### src/rtl/gpio_pkg.sv
package gpio_pkg;
  parameter int PORT_W = 8;

  typedef enum logic [1:0] {
    RMW_NONE = 2'd0,
    RMW_SET  = 2'd1,
    RMW_CLR  = 2'd2,
    RMW_CPL  = 2'd3
  } rmwOp_e;

  // Strobes from the bus control into the register datapath.
  typedef struct packed {
    logic [3:0]        dataWr;
    logic [3:0]        dirWr;
    logic [PORT_W-1:0] wdata;
  } strobe_t;
endpackage

### src/rtl/gpio_ctrl.sv
module gpio_ctrl
  import gpio_pkg::*;
#(
  parameter int NPORT = 4,
  parameter int W     = PORT_W,
  localparam int AW   = $clog2(NPORT) + 1,
  localparam int BW   = $clog2(W)
) (
  input  logic [AW-1:0] busAddr,
  input  logic          busWr,
  input  logic          busRmw,
  input  logic [1:0]    rmwOp,
  input  logic [BW-1:0] rmwBit,
  input  logic [W-1:0]  busWdata,
  input  logic [W-1:0]  curVal,
  output strobe_t       strb
);
  logic [W-1:0] bitOne;
  logic [W-1:0] modVal;
  logic         wen;
  rmwOp_e       op;

  assign op     = rmwOp_e'(rmwOp);
  assign bitOne = W'(1) << rmwBit;

  always_comb begin
    unique case (op)
      RMW_SET:  modVal = curVal | bitOne;
      RMW_CLR:  modVal = curVal & ~bitOne;
      RMW_CPL:  modVal = ~curVal;
      default:  modVal = curVal;
    endcase
  end

  assign wen = busWr | (busRmw & (op != RMW_NONE));

  always_comb begin
    strb.wdata  = busWr ? busWdata : modVal;
    strb.dataWr = '0;
    strb.dirWr  = '0;
    for (int p = 0; p < NPORT; p++) begin
      if (wen && (busAddr[AW-1:1] == (AW-1)'(p))) begin
        if (busAddr[0]) strb.dirWr[p]  = 1'b1;
        else            strb.dataWr[p] = 1'b1;
      end
    end
  end
endmodule

### src/rtl/gpio_dp.sv
module gpio_dp
  import gpio_pkg::*;
#(
  parameter int NPORT = 4,
  parameter int W     = PORT_W,
  parameter logic [NPORT-1:0][W-1:0] PORT_MASK = '1,
  localparam int PW   = $clog2(NPORT)
) (
  input  logic                       clk,
  input  logic                       rstN,
  input  strobe_t                    strb,
  input  logic [PW-1:0]              rdPort,
  input  logic                       rdDir,
  input  logic [NPORT-1:0][W-1:0]    padIn,
  input  logic [NPORT-1:0][W-1:0]    puStrap,
  input  logic [W-1:0]               wakeEn,
  input  logic                       buzzStrap,
  input  logic                       tmrOvf,
  output logic [W-1:0]               curVal,
  output logic [NPORT-1:0][W-1:0]    padOut,
  output logic [NPORT-1:0][W-1:0]    padOe,
  output logic [NPORT-1:0][W-1:0]    pullUp,
  output logic                       wakeReq
);
  logic [NPORT-1:0][W-1:0] dataQ;
  logic [NPORT-1:0][W-1:0] dirQ;
  logic [NPORT-1:0][W-1:0] viewVal;
  logic [W-1:0]            prevA;
  logic                    pfdQ;

  for (genvar p = 0; p < NPORT; p++) begin : g_port
    always_ff @(posedge clk) begin
      if (!rstN) begin
        dataQ[p] <= PORT_MASK[p];
        dirQ[p]  <= PORT_MASK[p];
      end else begin
        if (strb.dataWr[p]) dataQ[p] <= strb.wdata & PORT_MASK[p];
        if (strb.dirWr[p])  dirQ[p]  <= strb.wdata & PORT_MASK[p];
      end
    end
    assign viewVal[p] = ((dirQ[p] & padIn[p]) | (~dirQ[p] & dataQ[p])) & PORT_MASK[p];
    assign padOe[p]   = ~dirQ[p] & PORT_MASK[p];
    assign pullUp[p]  = puStrap[p] & dirQ[p];
  end

  assign curVal = rdDir ? dirQ[rdPort] : viewVal[rdPort];

  // Divider toggled by timer overflow
  always_ff @(posedge clk) begin
    if (!rstN)       pfdQ <= 1'b0;
    else if (tmrOvf) pfdQ <= ~pfdQ;
  end

  always_comb begin
    padOut = dataQ;
    if (buzzStrap) begin
      padOut[1][0] = dataQ[1][0] & pfdQ;
      padOut[1][1] = dataQ[1][0] & ~pfdQ;
    end
  end

  // Port A falling-edge wake detection
  always_ff @(posedge clk) begin
    if (!rstN) begin
      prevA   <= '0;
      wakeReq <= 1'b0;
    end else begin
      prevA   <= padIn[0] & PORT_MASK[0];
      wakeReq <= |(prevA & ~padIn[0] & dirQ[0] & wakeEn);
    end
  end
endmodule

### src/rtl/gpio_ports.sv
module gpio_ports
  import gpio_pkg::*;
#(
  parameter logic [7:0] MASK_A = 8'hFF,
  parameter logic [7:0] MASK_B = 8'hFF,
  parameter logic [7:0] MASK_C = 8'h3F,
  parameter logic [7:0] MASK_D = 8'h01
) (
  input  logic       clk,
  input  logic       rstN,
  input  logic [2:0] busAddr,
  input  logic       busWr,
  input  logic       busRmw,
  input  logic [1:0] rmwOp,
  input  logic [2:0] rmwBit,
  input  logic [7:0] busWdata,
  output logic [7:0] busRdata,
  input  logic [7:0] padInA,
  input  logic [7:0] padInB,
  input  logic [7:0] padInC,
  input  logic [7:0] padInD,
  output logic [7:0] padOutA,
  output logic [7:0] padOutB,
  output logic [7:0] padOutC,
  output logic [7:0] padOutD,
  output logic [7:0] padOeA,
  output logic [7:0] padOeB,
  output logic [7:0] padOeC,
  output logic [7:0] padOeD,
  input  logic [7:0] puStrapA,
  input  logic [7:0] puStrapB,
  input  logic [7:0] puStrapC,
  input  logic [7:0] puStrapD,
  output logic [7:0] pullUpA,
  output logic [7:0] pullUpB,
  output logic [7:0] pullUpC,
  output logic [7:0] pullUpD,
  input  logic [7:0] wakeEnA,
  output logic       wakeReq,
  input  logic       buzzStrap,
  input  logic       tmrOvf,
  output logic       tmr0Clk,
  output logic       tmr1Clk,
  output logic       extInt
);
  localparam int NPORT = 4;
  localparam int W     = 8;
  localparam logic [NPORT-1:0][W-1:0] MASKS = {MASK_D, MASK_C, MASK_B, MASK_A};

  strobe_t                 strb;
  logic [W-1:0]            curVal;
  logic [NPORT-1:0][W-1:0] padInArr, puArr, outArr, oeArr, puOutArr;

  assign padInArr = {padInD, padInC, padInB, padInA};
  assign puArr    = {puStrapD, puStrapC, puStrapB, puStrapA};

  gpio_ctrl #(.NPORT(NPORT), .W(W)) ctrl_i (
    .busAddr(busAddr), .busWr(busWr), .busRmw(busRmw), .rmwOp(rmwOp),
    .rmwBit(rmwBit), .busWdata(busWdata), .curVal(curVal), .strb(strb)
  );

  gpio_dp #(.NPORT(NPORT), .W(W), .PORT_MASK(MASKS)) dp_i (
    .clk(clk), .rstN(rstN), .strb(strb), .rdPort(busAddr[2:1]),
    .rdDir(busAddr[0]), .padIn(padInArr), .puStrap(puArr), .wakeEn(wakeEnA),
    .buzzStrap(buzzStrap), .tmrOvf(tmrOvf), .curVal(curVal), .padOut(outArr),
    .padOe(oeArr), .pullUp(puOutArr), .wakeReq(wakeReq)
  );

  assign busRdata = curVal;
  assign {padOutD, padOutC, padOutB, padOutA} = outArr;
  assign {padOeD, padOeC, padOeB, padOeA}     = oeArr;
  assign {pullUpD, pullUpC, pullUpB, pullUpA} = puOutArr;

  assign tmr0Clk = padInC[0];
  assign tmr1Clk = padInC[5];
  assign extInt  = padInD[0];
endmodule

### config.mk
export PLATFORM = sky130hd
export DESIGN_NAME = gpio_ports
export DESIGN_NICKNAME = d
export VERILOG_FILES = /design/src/rtl/gpio_pkg.sv /design/src/rtl/gpio_ctrl.sv /design/src/rtl/gpio_dp.sv /design/src/rtl/gpio_ports.sv
export SDC_FILE = /design/constraint.sdc
export NUM_CORES = 1
export LEC_CHECK = 0
export ABC_CLOCK_PERIOD_IN_PS = 2580
export BUFFER_PORTS_ARGS = -buffer_cell sky130_fd_sc_hd__buf_2
export CAP_MARGIN = 25
export CORE_MARGIN = 4
export CORE_UTILIZATION = 46
export DETAILED_ROUTE_END_ITERATION = 6
export PLACE_DENSITY = 0.81
export SLEW_MARGIN = 20
export SYNTH_ARGS = -nofsm -noshare
export SYNTH_HDL_FRONTEND = slang
export SYNTH_SLANG_ARGS = --single-unit
### constraint.sdc
create_clock -name clk -period 2.58 [get_ports clk]
set_input_delay 0.645 -clock clk [delete_from_list [all_inputs] [get_ports clk]]
set_output_delay 0.645 -clock clk [all_outputs]
set_load 0.02 [all_outputs]
==> flow_metrics.py, run 1 <==
metrics = {
    "min_path": {
        "hold_class": "reg -> reg",
    },
    "floorplanning": {
        "core-area_mm2": 0.00822,
        "rows": 33,
        "start_util": 0.474,
        "io_pins": 202,
        "die_area_mm2": 0.0100,
        "die_x_um": 100,
        "die_h_um": 100,
    },
    "global_routing": {
        "grt_pass1_wl_um": 17800,
        "grt_max_degree": 41,
        "antenna_found_initial": 0,
        "overflow": 0,
        "grt_pass1_vias": 3608,
        "grt_use_total": 0.221,
    },
    "cts": {
        "root_buffer": "clkbuf_8",
        "cts_hold_buffers": 0,
        "path_clk_slew_ns": 0.10,
        "htreeDepth": 2,
        "cts_buffers": 5,
        "clk_latency_ns": 0.31,
        "clock_sinks": 56,
        "cts_tree": "built",
        "clock_path_buffers": 2,
    },
    "power_and_ir_drop": {
        "power_density_mw_per_mm2": 444,
        "vdd_ir_drop_max_mv": 0.238,
        "leakage_uw": 0.00250,
    },
    "yosys": {
        "async_flop_share": 0,
        "synth_seq_cells": 56,
        "synthesis.area_mm2": 0.00389,
        "seq_area_frac_synth": 0.288,
        "synth-edff-count": 0,
        "synth_top_flop_cell": "dfxtp_1",
        "synthCells": 479,
        "synth.distinct_cells": 55,
        "yosysWarningCount": 0,
        "synth_area_per_cell_um2": 8.13,
    },
    "final_layout": {
        "final_common_cell": "buf_2",
        "n_fill_cell": 782,
        "finalNetCount": 713,
        "drive_gt1_frac": 0.360,
        "syn_to_final_growth_pct": 21.2,
        "instances_no_fill": 725,
        "antenna_cells": 0,
        "final_cell_mix": "buf_2, dfxtp_1, nand2_1, and2_1, inv_1",
    },
    "run_status": {
        "status": "finished clean",
    },
    "setup_path": {
        "critPathLaunchType": "primary input",
        "cp.arrival_ns": 1.89,
        "cp_max_fo": 9,
        "end_kind": "output pin",
        "worstPathRequired_ns": 1.93,
        "worstSetupPathType": "in -> out",
    },
    "sta": {
        "finalClockSkew_ns": 0.00526,
        "final-setup-viol-count": 0,
        "rsz0062_at_grt": "yes",
        "final-max-slew-violation-count": 0,
        "post-route-min-period_ns": 2.54,
        "final.setup.worst_slack_ns": 0.0448,
        "hold_ws_ns": 0.471,
        "max_freq_mhz": 394,
        "relSlewSlack": 0.602,
        "hold_viol": 0,
        "period_share": 0.983,
        "tightest_slew_ns": 0.594,
    },
    "place": {
        "dp.cells": 717,
        "gp_congestion": 0.920,
        "io_buffers": 156,
        "place_ws_ns": -0.0460,
        "post-dp-hpwl_um": 9290,
    },
    "routing": {
        "drt-initial-drc-count": 218,
        "ant_nets": 0,
        "drc": 0,
        "dr.pass1.iters": 5,
        "drt-vias-per-instance": 5.33,
        "wl_per_cell_um": 16.3,
        "routed_wl_um": 11800,
        "vias": 3865,
    },
    "job": {
        "maxCapViolations": 0,
    },
}
==> layer usage <==
metal	GRT usage	up-vias	part of all wire
li1	-	1886	-
met1	0.289	1782	0.41
met2	0.389	185	0.49
met3	0.0389	12	0.092
met4	0.0363	0	0.0087
met5	0	-	0
==> worst max-delay path: stages <==
cell and delay (ns):
buf_2 0.15, or3_1 0.49, o22ai_2 0.30, or3_1 0.14, buf_2 0.16
==> area by class of cell <==
type                    count  area (µm²)  share of cell area
repair buffers            178         963               0.204
clock inverters             2        16.3             0.00345
inverters                  32         120              0.0254
flip-flops and latches     56        1120               0.237
clock buffers               6        72.6              0.0154
well taps                 105         131              0.0278
multi-input cells         346        2300               0.486
==> Yosys cell counts, types with 4 or more instances <==
cell type	count	area share
dfxtp_1	56	0.29
nand2_1	54	0.052
buf_4	51	0.098
and2_1	34	0.055
inv_1	30	0.029
mux2i_1	26	0.067
a21oi_1	25	0.032
nor2_1	21	0.020
nand3_1	13	0.017
nor3_1	13	0.017
o21ai_0	13	0.017
clkbuf_1	12	0.012
o211ai_2	12	0.039
or3b_1	9	0.020
nand4b_1	8	0.018
o21ai_1	8	0.010
a31oi_1	7	0.011
o211ai_1	7	0.013
o22ai_1	7	0.011
buf_2	5	0.0064
nand3b_1	5	0.0096
and3_1	4	0.0064
nor2b_1	4	0.0064
or3_1	4	0.0064
==> final timing paths <==
path                        from             end  slack [ns]  depth (start not counted)
setup / recovery      busAddr[1]     busRdata[1]        0.04                          5
hold / removal    dp_i.padOut[6]  dp_i.padOut[6]        0.47                          2
setup reg to reg   dp_i.dirQ[17]   dp_i.dirQ[17]        0.48                          7
hold reg to reg   dp_i.padOut[6]  dp_i.padOut[6]        0.47                          2
==> power breakdown <==
| group | internal, µW | switching [µW] | total, µW |
|---|---|---|---|
| Sequential | 904 | 31.7 | 935 |
| Combinational | 252 | 408 | 660 |
| Clock | 195 | 307 | 502 |
==> cells by family after synthesis <==
kind of cell	share of synthesized area
other cells	0.000963
xor+xnor	0.00225
flops	0.288
mux	0.0755
compound gates	0.212
simple gates	0.268
buf+inv	0.154
==> state kept, by name, indices dropped and copies added, names as in the netlist <==
name          flops
dp_i.dirQ        23
dp_i.padOut      21
dp_i.prevA        8
dp_i.dataQ        2
dp_i.pfdQ         1
dp_i.wakeReq      1
==> stage by stage <==
step	total power (µW)	area (µm²)	utilization	setup TNS, ns
after CTS	2100	4700	0.572	0
after global placement	1590	4600	0.560	-0.0830
after floorplan	1420	3990	-	0
after global routing	2200	4720	0.575	-0.0528
after detailed placement	1610	4600	0.560	-0.0904
final	2100	4720	0.575	0
==> timing repair <==
action	CTS	global route
gates resized for setup	2	5
setup endpoints to repair	3	7
pin swaps	0	0
cloned	0	0
buffers inserted	0	0
Power figures use the tool's default switching activity.
==> inputs of run 2 (changes only) <==
CORE_ASPECT_RATIO = 0.6   (was default)
==> run 2 against run 1 <==
Compared with the run above: cell count grew 0.41%; critical endpoint unchanged; utilization up 1.9 points; total power rose by 9.9%; critical path depth increased by 1; largest power group unchanged.
==> flow_metrics.py, run 2 (synthesized netlist as in run 1, its figures left out) <==
metrics = {
    "routing": {
        "dr.pass1.iters": 6,
        "drt-initial-drc-count": 304,
        "vias": 3964,
        "wl_per_cell_um": 17.0,
        "drc": 0,
        "drt-vias-per-instance": 5.45,
        "routed_wl_um": 12400,
        "ant_nets": 0,
    },
    "sta": {
        "max_freq_mhz": 397,
        "finalClockSkew_ns": 0.00385,
        "rsz0062_at_grt": "no",
        "final.setup.worst_slack_ns": 0.0600,
        "final-setup-viol-count": 0,
        "relSlewSlack": 0.585,
        "period_share": 0.977,
        "tightest_slew_ns": 0.621,
        "totalNegativeSetupSlack_ns": 0,
        "final-max-slew-violation-count": 0,
        "post-route-min-period_ns": 2.52,
        "hold_viol": 0,
    },
    "final_layout": {
        "multi_input_area_mm2": 0.00230,
        "final_cell_mix": "buf_2, dfxtp_1, nand2_1, and2_1, inv_1",
        "largest_register_ffs": 23,
        "finalNetCount": 713,
        "drive_gt1_frac": 0.361,
        "syn_to_final_growth_pct": 22.6,
        "register_area_mm2": 0.00112,
        "final_common_cell": "buf_2",
        "regMostFlops": "dp_i.dirQ",
        "antenna_cells": 0,
        "n_fill_cell": 748,
    },
    "global_routing": {
        "grt_pass1_vias": 3709,
        "grt_use_total": 0.235,
        "antenna_found_initial": 1,
        "overflow": 0,
        "grt_pass1_wl_um": 18900,
        "grt_max_degree": 30,
    },
    "place": {
        "gp_congestion": 0.932,
        "io_buffers": 156,
        "place_ws_ns": -0.0606,
        "post-dp-hpwl_um": 9850,
    },
    "floorplanning": {
        "rows": 25,
        "die_x_um": 127,
        "io_pins": 202,
        "start_util": 0.485,
        "die_h_um": 79.3,
        "die_area_mm2": 0.0101,
        "core-area_mm2": 0.00804,
    },
    "power_and_ir_drop": {
        "vdd_ir_drop_max_mv": 0.262,
        "power_density_mw_per_mm2": 483,
        "leakage_uw": 0.00253,
    },
    "setup_path": {
        "worstPathRequired_ns": 1.93,
        "critPathLaunchType": "primary input",
        "cp_max_fo": 8,
        "cp.arrival_ns": 1.87,
        "worstSetupPathType": "in -> out",
        "end_kind": "output pin",
    },
    "cts": {
        "clock_path_buffers": 2,
        "path_clk_slew_ns": 0.08,
        "root_buffer": "clkbuf_16",
        "cts_hold_buffers": 0,
        "htreeDepth": 2,
        "cts_buffers": 5,
        "clock_sinks": 56,
        "clk_latency_ns": 0.30,
        "postCtsSetupBuffers": 0,
        "cts_tree": "built",
    },
    "job": {
        "maxCapViolations": 0,
    },
    "run_status": {
        "status": "finished clean",
    },
    "min_path": {
        "hold_class": "reg -> reg",
    },
}
==> run 2: final cells by class <==
class	instances	share of cell area
multi-input cells	346	0.481
flip-flops and latches	56	0.235
repair buffers	178	0.199
well taps	108	0.0283
clock buffers	5	0.0262
inverters	32	0.0252
clock inverters	3	0.00472
==> run 2: through the flow <==
| step | instances | power [µW] | hold WS, ns | util | cell area [µm²] |
|---|---|---|---|---|---|
| after detailed placement | 720 | 1600 | 0.467 | 0.572 | 4590 |
| final | 728 | 2300 | 0.484 | 0.594 | 4770 |
| after CTS | 728 | 2300 | 0.482 | 0.590 | 4740 |
| after global routing | 728 | 2400 | 0.504 | 0.594 | 4770 |
| after global placement | 720 | 1580 | 0.452 | 0.572 | 4590 |
| after floorplan | 505 | 1420 | 0.442 | - | 3990 |
==> run 2: path summary, 6_finish.rpt <==
check / startpoint / to / slack, ns / cells past startpoint
min: dp_i.padOut[14] / dp_i.padOut[14] / 0.48 / 2
min reg2reg: dp_i.padOut[14] / dp_i.padOut[14] / 0.48 / 2
max reg2reg: dp_i.dirQ[0] / dp_i.dataQ[8] / 0.46 / 6
max: busAddr[2] / busRdata[1] / 0.06 / 6
==> run 2: report_power, final <==
part	internal, µW	switching (µW)
Combinational	247	411
Clock	365	344
Sequential	903	33.2
==> run 2: routing by layer <==
layer | track usage | share of wire | up-vias
li1 | - | - | 1894
met1 | 0.320 | 0.43 | 1844
met2 | 0.380 | 0.46 | 210
met3 | 0.0578 | 0.10 | 14
met4 | 0.0493 | 0.0081 | 2
met5 | 0 | 0.0011 | -
==> run 2: critical path: stages <==
cell     delay [ns]
buf_4          0.16
buf_6          0.15
mux2i_2        0.21
o22ai_2        0.12
or3_1          0.40
buf_2          0.18
==> run 2: timing repair <==
action / in CTS / in global routing
pin swaps: 0 / 1
setup endpoints to repair: 3 / 3
hold endpoints to repair: 0 / 0
resized for setup: 1 / 6
==> inputs of run 3 (changes only) <==
ABC_CLOCK_PERIOD_IN_PS = 2200   (was 2580)
CORE_UTILIZATION = 42   (was 46)
PLACE_DENSITY = 0.78   (was 0.81)
RECOVER_POWER = 50   (was default)
clock period = 2.2 ns   (was 2.58 ns; I/O delays follow)
==> run 3 against run 2 <==
Compared with the run above: the flow now finishes with violations (setup timing); die area grew 8.7%; final area grew 8.6%; clock power increased by 17%; cell count is 4.1% higher; count of clock-buffer cells in the layout is the same; sequential share of layout area down 1.7 points; clock skew about the same; critical path depth up 1; critical path type unchanged; largest cell class unchanged; largest power group unchanged.
==> flow_metrics.py, run 3 (synthesized netlist as in run 1, its figures left out) <==
metrics = {
    "global_routing": {
        "grt_max_degree": 30,
        "grt_use_total": 0.226,
        "antenna_found_initial": 0,
        "overflow": 0,
        "grt_pass1_wl_um": 19500,
        "grt_pass1_vias": 3809,
    },
    "sta": {
        "final-max-slew-violation-count": 0,
        "period_share": 1.00,
        "post-route-min-period_ns": 2.20,
        "rsz0062_at_grt": "yes",
        "hold_ws_ns": 0.484,
        "final.setup.worst_slack_ns": -0.00495,
        "tightest_slew_ns": 0.768,
        "final-setup-viol-count": 1,
        "finalClockSkew_ns": 0.00407,
        "max_freq_mhz": 454,
        "totalNegativeSetupSlack_ns": -0.00495,
        "hold_viol": 0,
        "relSlewSlack": 0.488,
    },
    "routing": {
        "ant_nets": 0,
        "dr.pass1.iters": 5,
        "drc": 0,
        "vias": 4014,
        "routed_wl_um": 13100,
        "drt-vias-per-instance": 5.30,
        "wl_per_cell_um": 17.3,
        "drt-initial-drc-count": 261,
    },
    "final_layout": {
        "utilization": 0.592,
        "finalNetCount": 739,
        "regMostFlops": "dp_i.dirQ",
        "final_cell_mix": "buf_2, nand2_1, dfxtp_1, clkbuf_1, buf_4",
        "antenna_cells": 0,
        "drive_gt1_frac": 0.361,
        "finalInstanceArea_mm2": 0.00518,
        "final_common_cell": "buf_2",
        "largest_register_ffs": 23,
        "syn_to_final_growth_pct": 33.1,
    },
    "setup_path": {
        "reg2regPathDepth": 8,
        "cp.arrival_ns": 1.65,
        "reg2reg_slack_ns": 0.12,
        "r2r_start": "dp_i.dirQ[3]",
        "worstSetupPathType": "in -> out",
        "cp_max_fo": 7,
        "r2r-end": "dp_i.padOut[19]",
        "end_kind": "output pin",
        "critPathLaunchType": "primary input",
        "worstPathRequired_ns": 1.65,
    },
    "cts": {
        "clock_sinks": 56,
        "htreeDepth": 2,
        "root_buffer": "clkbuf_16",
        "clk_latency_ns": 0.30,
        "clock_path_buffers": 2,
        "path_clk_slew_ns": 0.07,
        "cts_buffers": 5,
        "cts_tree": "built",
    },
    "run_status": {
        "status": "finished with violations",
        "violations": "setup timing",
    },
    "power_and_ir_drop": {
        "clockPowerShare": 0.295,
        "p_sw_frac": 0.343,
        "power.internal_uw": 1840,
        "power_density_mw_per_mm2": 541,
        "p_seq_frac": 0.392,
        "p_comb_frac": 0.313,
        "vdd_ir_drop_max_mv": 0.355,
        "switchingPower_uw": 960,
        "leakage_uw": 0.00256,
    },
    "floorplanning": {
        "start_util": 0.445,
        "die_h_um": 82.6,
        "die_area_mm2": 0.0109,
        "rows": 26,
        "io_pins": 202,
        "die_x_um": 132,
        "core-area_mm2": 0.00875,
    },
    "place": {
        "place_ws_ns": -0.274,
        "post_dp_cell_area_mm2": 0.00473,
        "gp_congestion": 0.880,
        "io_buffers": 156,
        "post-dp-hpwl_um": 10100,
    },
    "min_path": {
        "holdPathEnd": "dp_i.prevA[4]",
        "hold_path.startpoint": "padInA[4]",
        "min_path_cells": 2,
        "hold_class": "in -> reg",
    },
    "job": {
        "maxCapViolations": 0,
    },
}
-- run 3: cell types whose count changed in the layout (fill, tap and decap cells not counted), moves of 4 or more --
cell      before  now
a21oi_1       24   16
a21oi_2        1    7
and2_0         0    4
buf_6          1    7
buf_2        155   98
clkbuf_1       0   48
dfxtp_1       56   52
mux2i_1       25   20
buf_4         22   45
and2_1        34   30
-- run 3: how the worst max path moves through the flow --
stage / startpoint / endpoint / slack, ns / cells after the start
after global routing: busAddr[1] / busRdata[0] / -0.06 / 7
final: busAddr[1] / busRdata[0] / -0.005 / 7
after global placement: busAddr[2] / dp_i.dirQ[0] / -0.22 / 7
after floorplan: busAddr[1] / busRdata[0] / 0.04 / 5
after CTS: busAddr[1] / busRdata[0] / 0.001 / 7
after detailed placement: busAddr[2] / dp_i.dirQ[24] / -0.27 / 7
-- run 3: cell type report --
cell class / instances / area [µm²]
Multi-Input combinational cell: 346 / 2460
Fill cell: 802 / 3570
Clock inverter: 3 / 21.3
Tap cell: 112 / 140
Inverter: 32 / 120
Clock buffer: 5 / 125
Timing Repair Buffer: 204 / 1180
Sequential cell: 56 / 1130
-- run 3: power groups by stage --
stage          clock [µW]  combinational (µW)  sequential [µW]
2_1_floorplan           0                 558             1110
5_1_grt               876                 943             1110
3_3_place_gp            0                 768             1120
6_report              828                 877             1100
4_1_cts               841                 843             1100
3_5_place_dp            0                 782             1120
-- run 3: repair_timing --
| item | 4_1_cts | 5_1_grt |
|---|---|---|
| pin swaps | 14 | 13 |
| hold buffers | 0 | 0 |
| resized for setup | 44 | 32 |
| buffers inserted | 8 | 3 |
| cloned | 1 | 0 |
| setup endpoints to repair | 8 | 21 |
-- run 3: critical path, stage by stage --
cell and delay (ns):
buf_8 0.10, buf_6 0.13, or2_4 0.27, o22ai_4 0.20, a21oi_4 0.07, a21oi_2 0.18
buf_4 0.16
-- run 3: stage by stage --
stage / instances / total power [µW]
6_report: 758 / 2800
5_1_grt: 758 / 2930
4_1_cts: 755 / 2780
3_5_place_dp: 738 / 1900
3_3_place_gp: 738 / 1890
2_1_floorplan: 505 / 1670
-- run 3: metal layers --
layer | global-route usage | wire [µm] | share of wire | up-vias
li1 | - | - | - | 1939
met1 | 0.295 | 5770 | 0.44 | 1884
met2 | 0.367 | 6040 | 0.46 | 169
met3 | 0.0696 | 1110 | 0.085 | 22
met4 | 0.0612 | 202 | 0.015 | 0
met5 | 0 | 0 | 0 | -
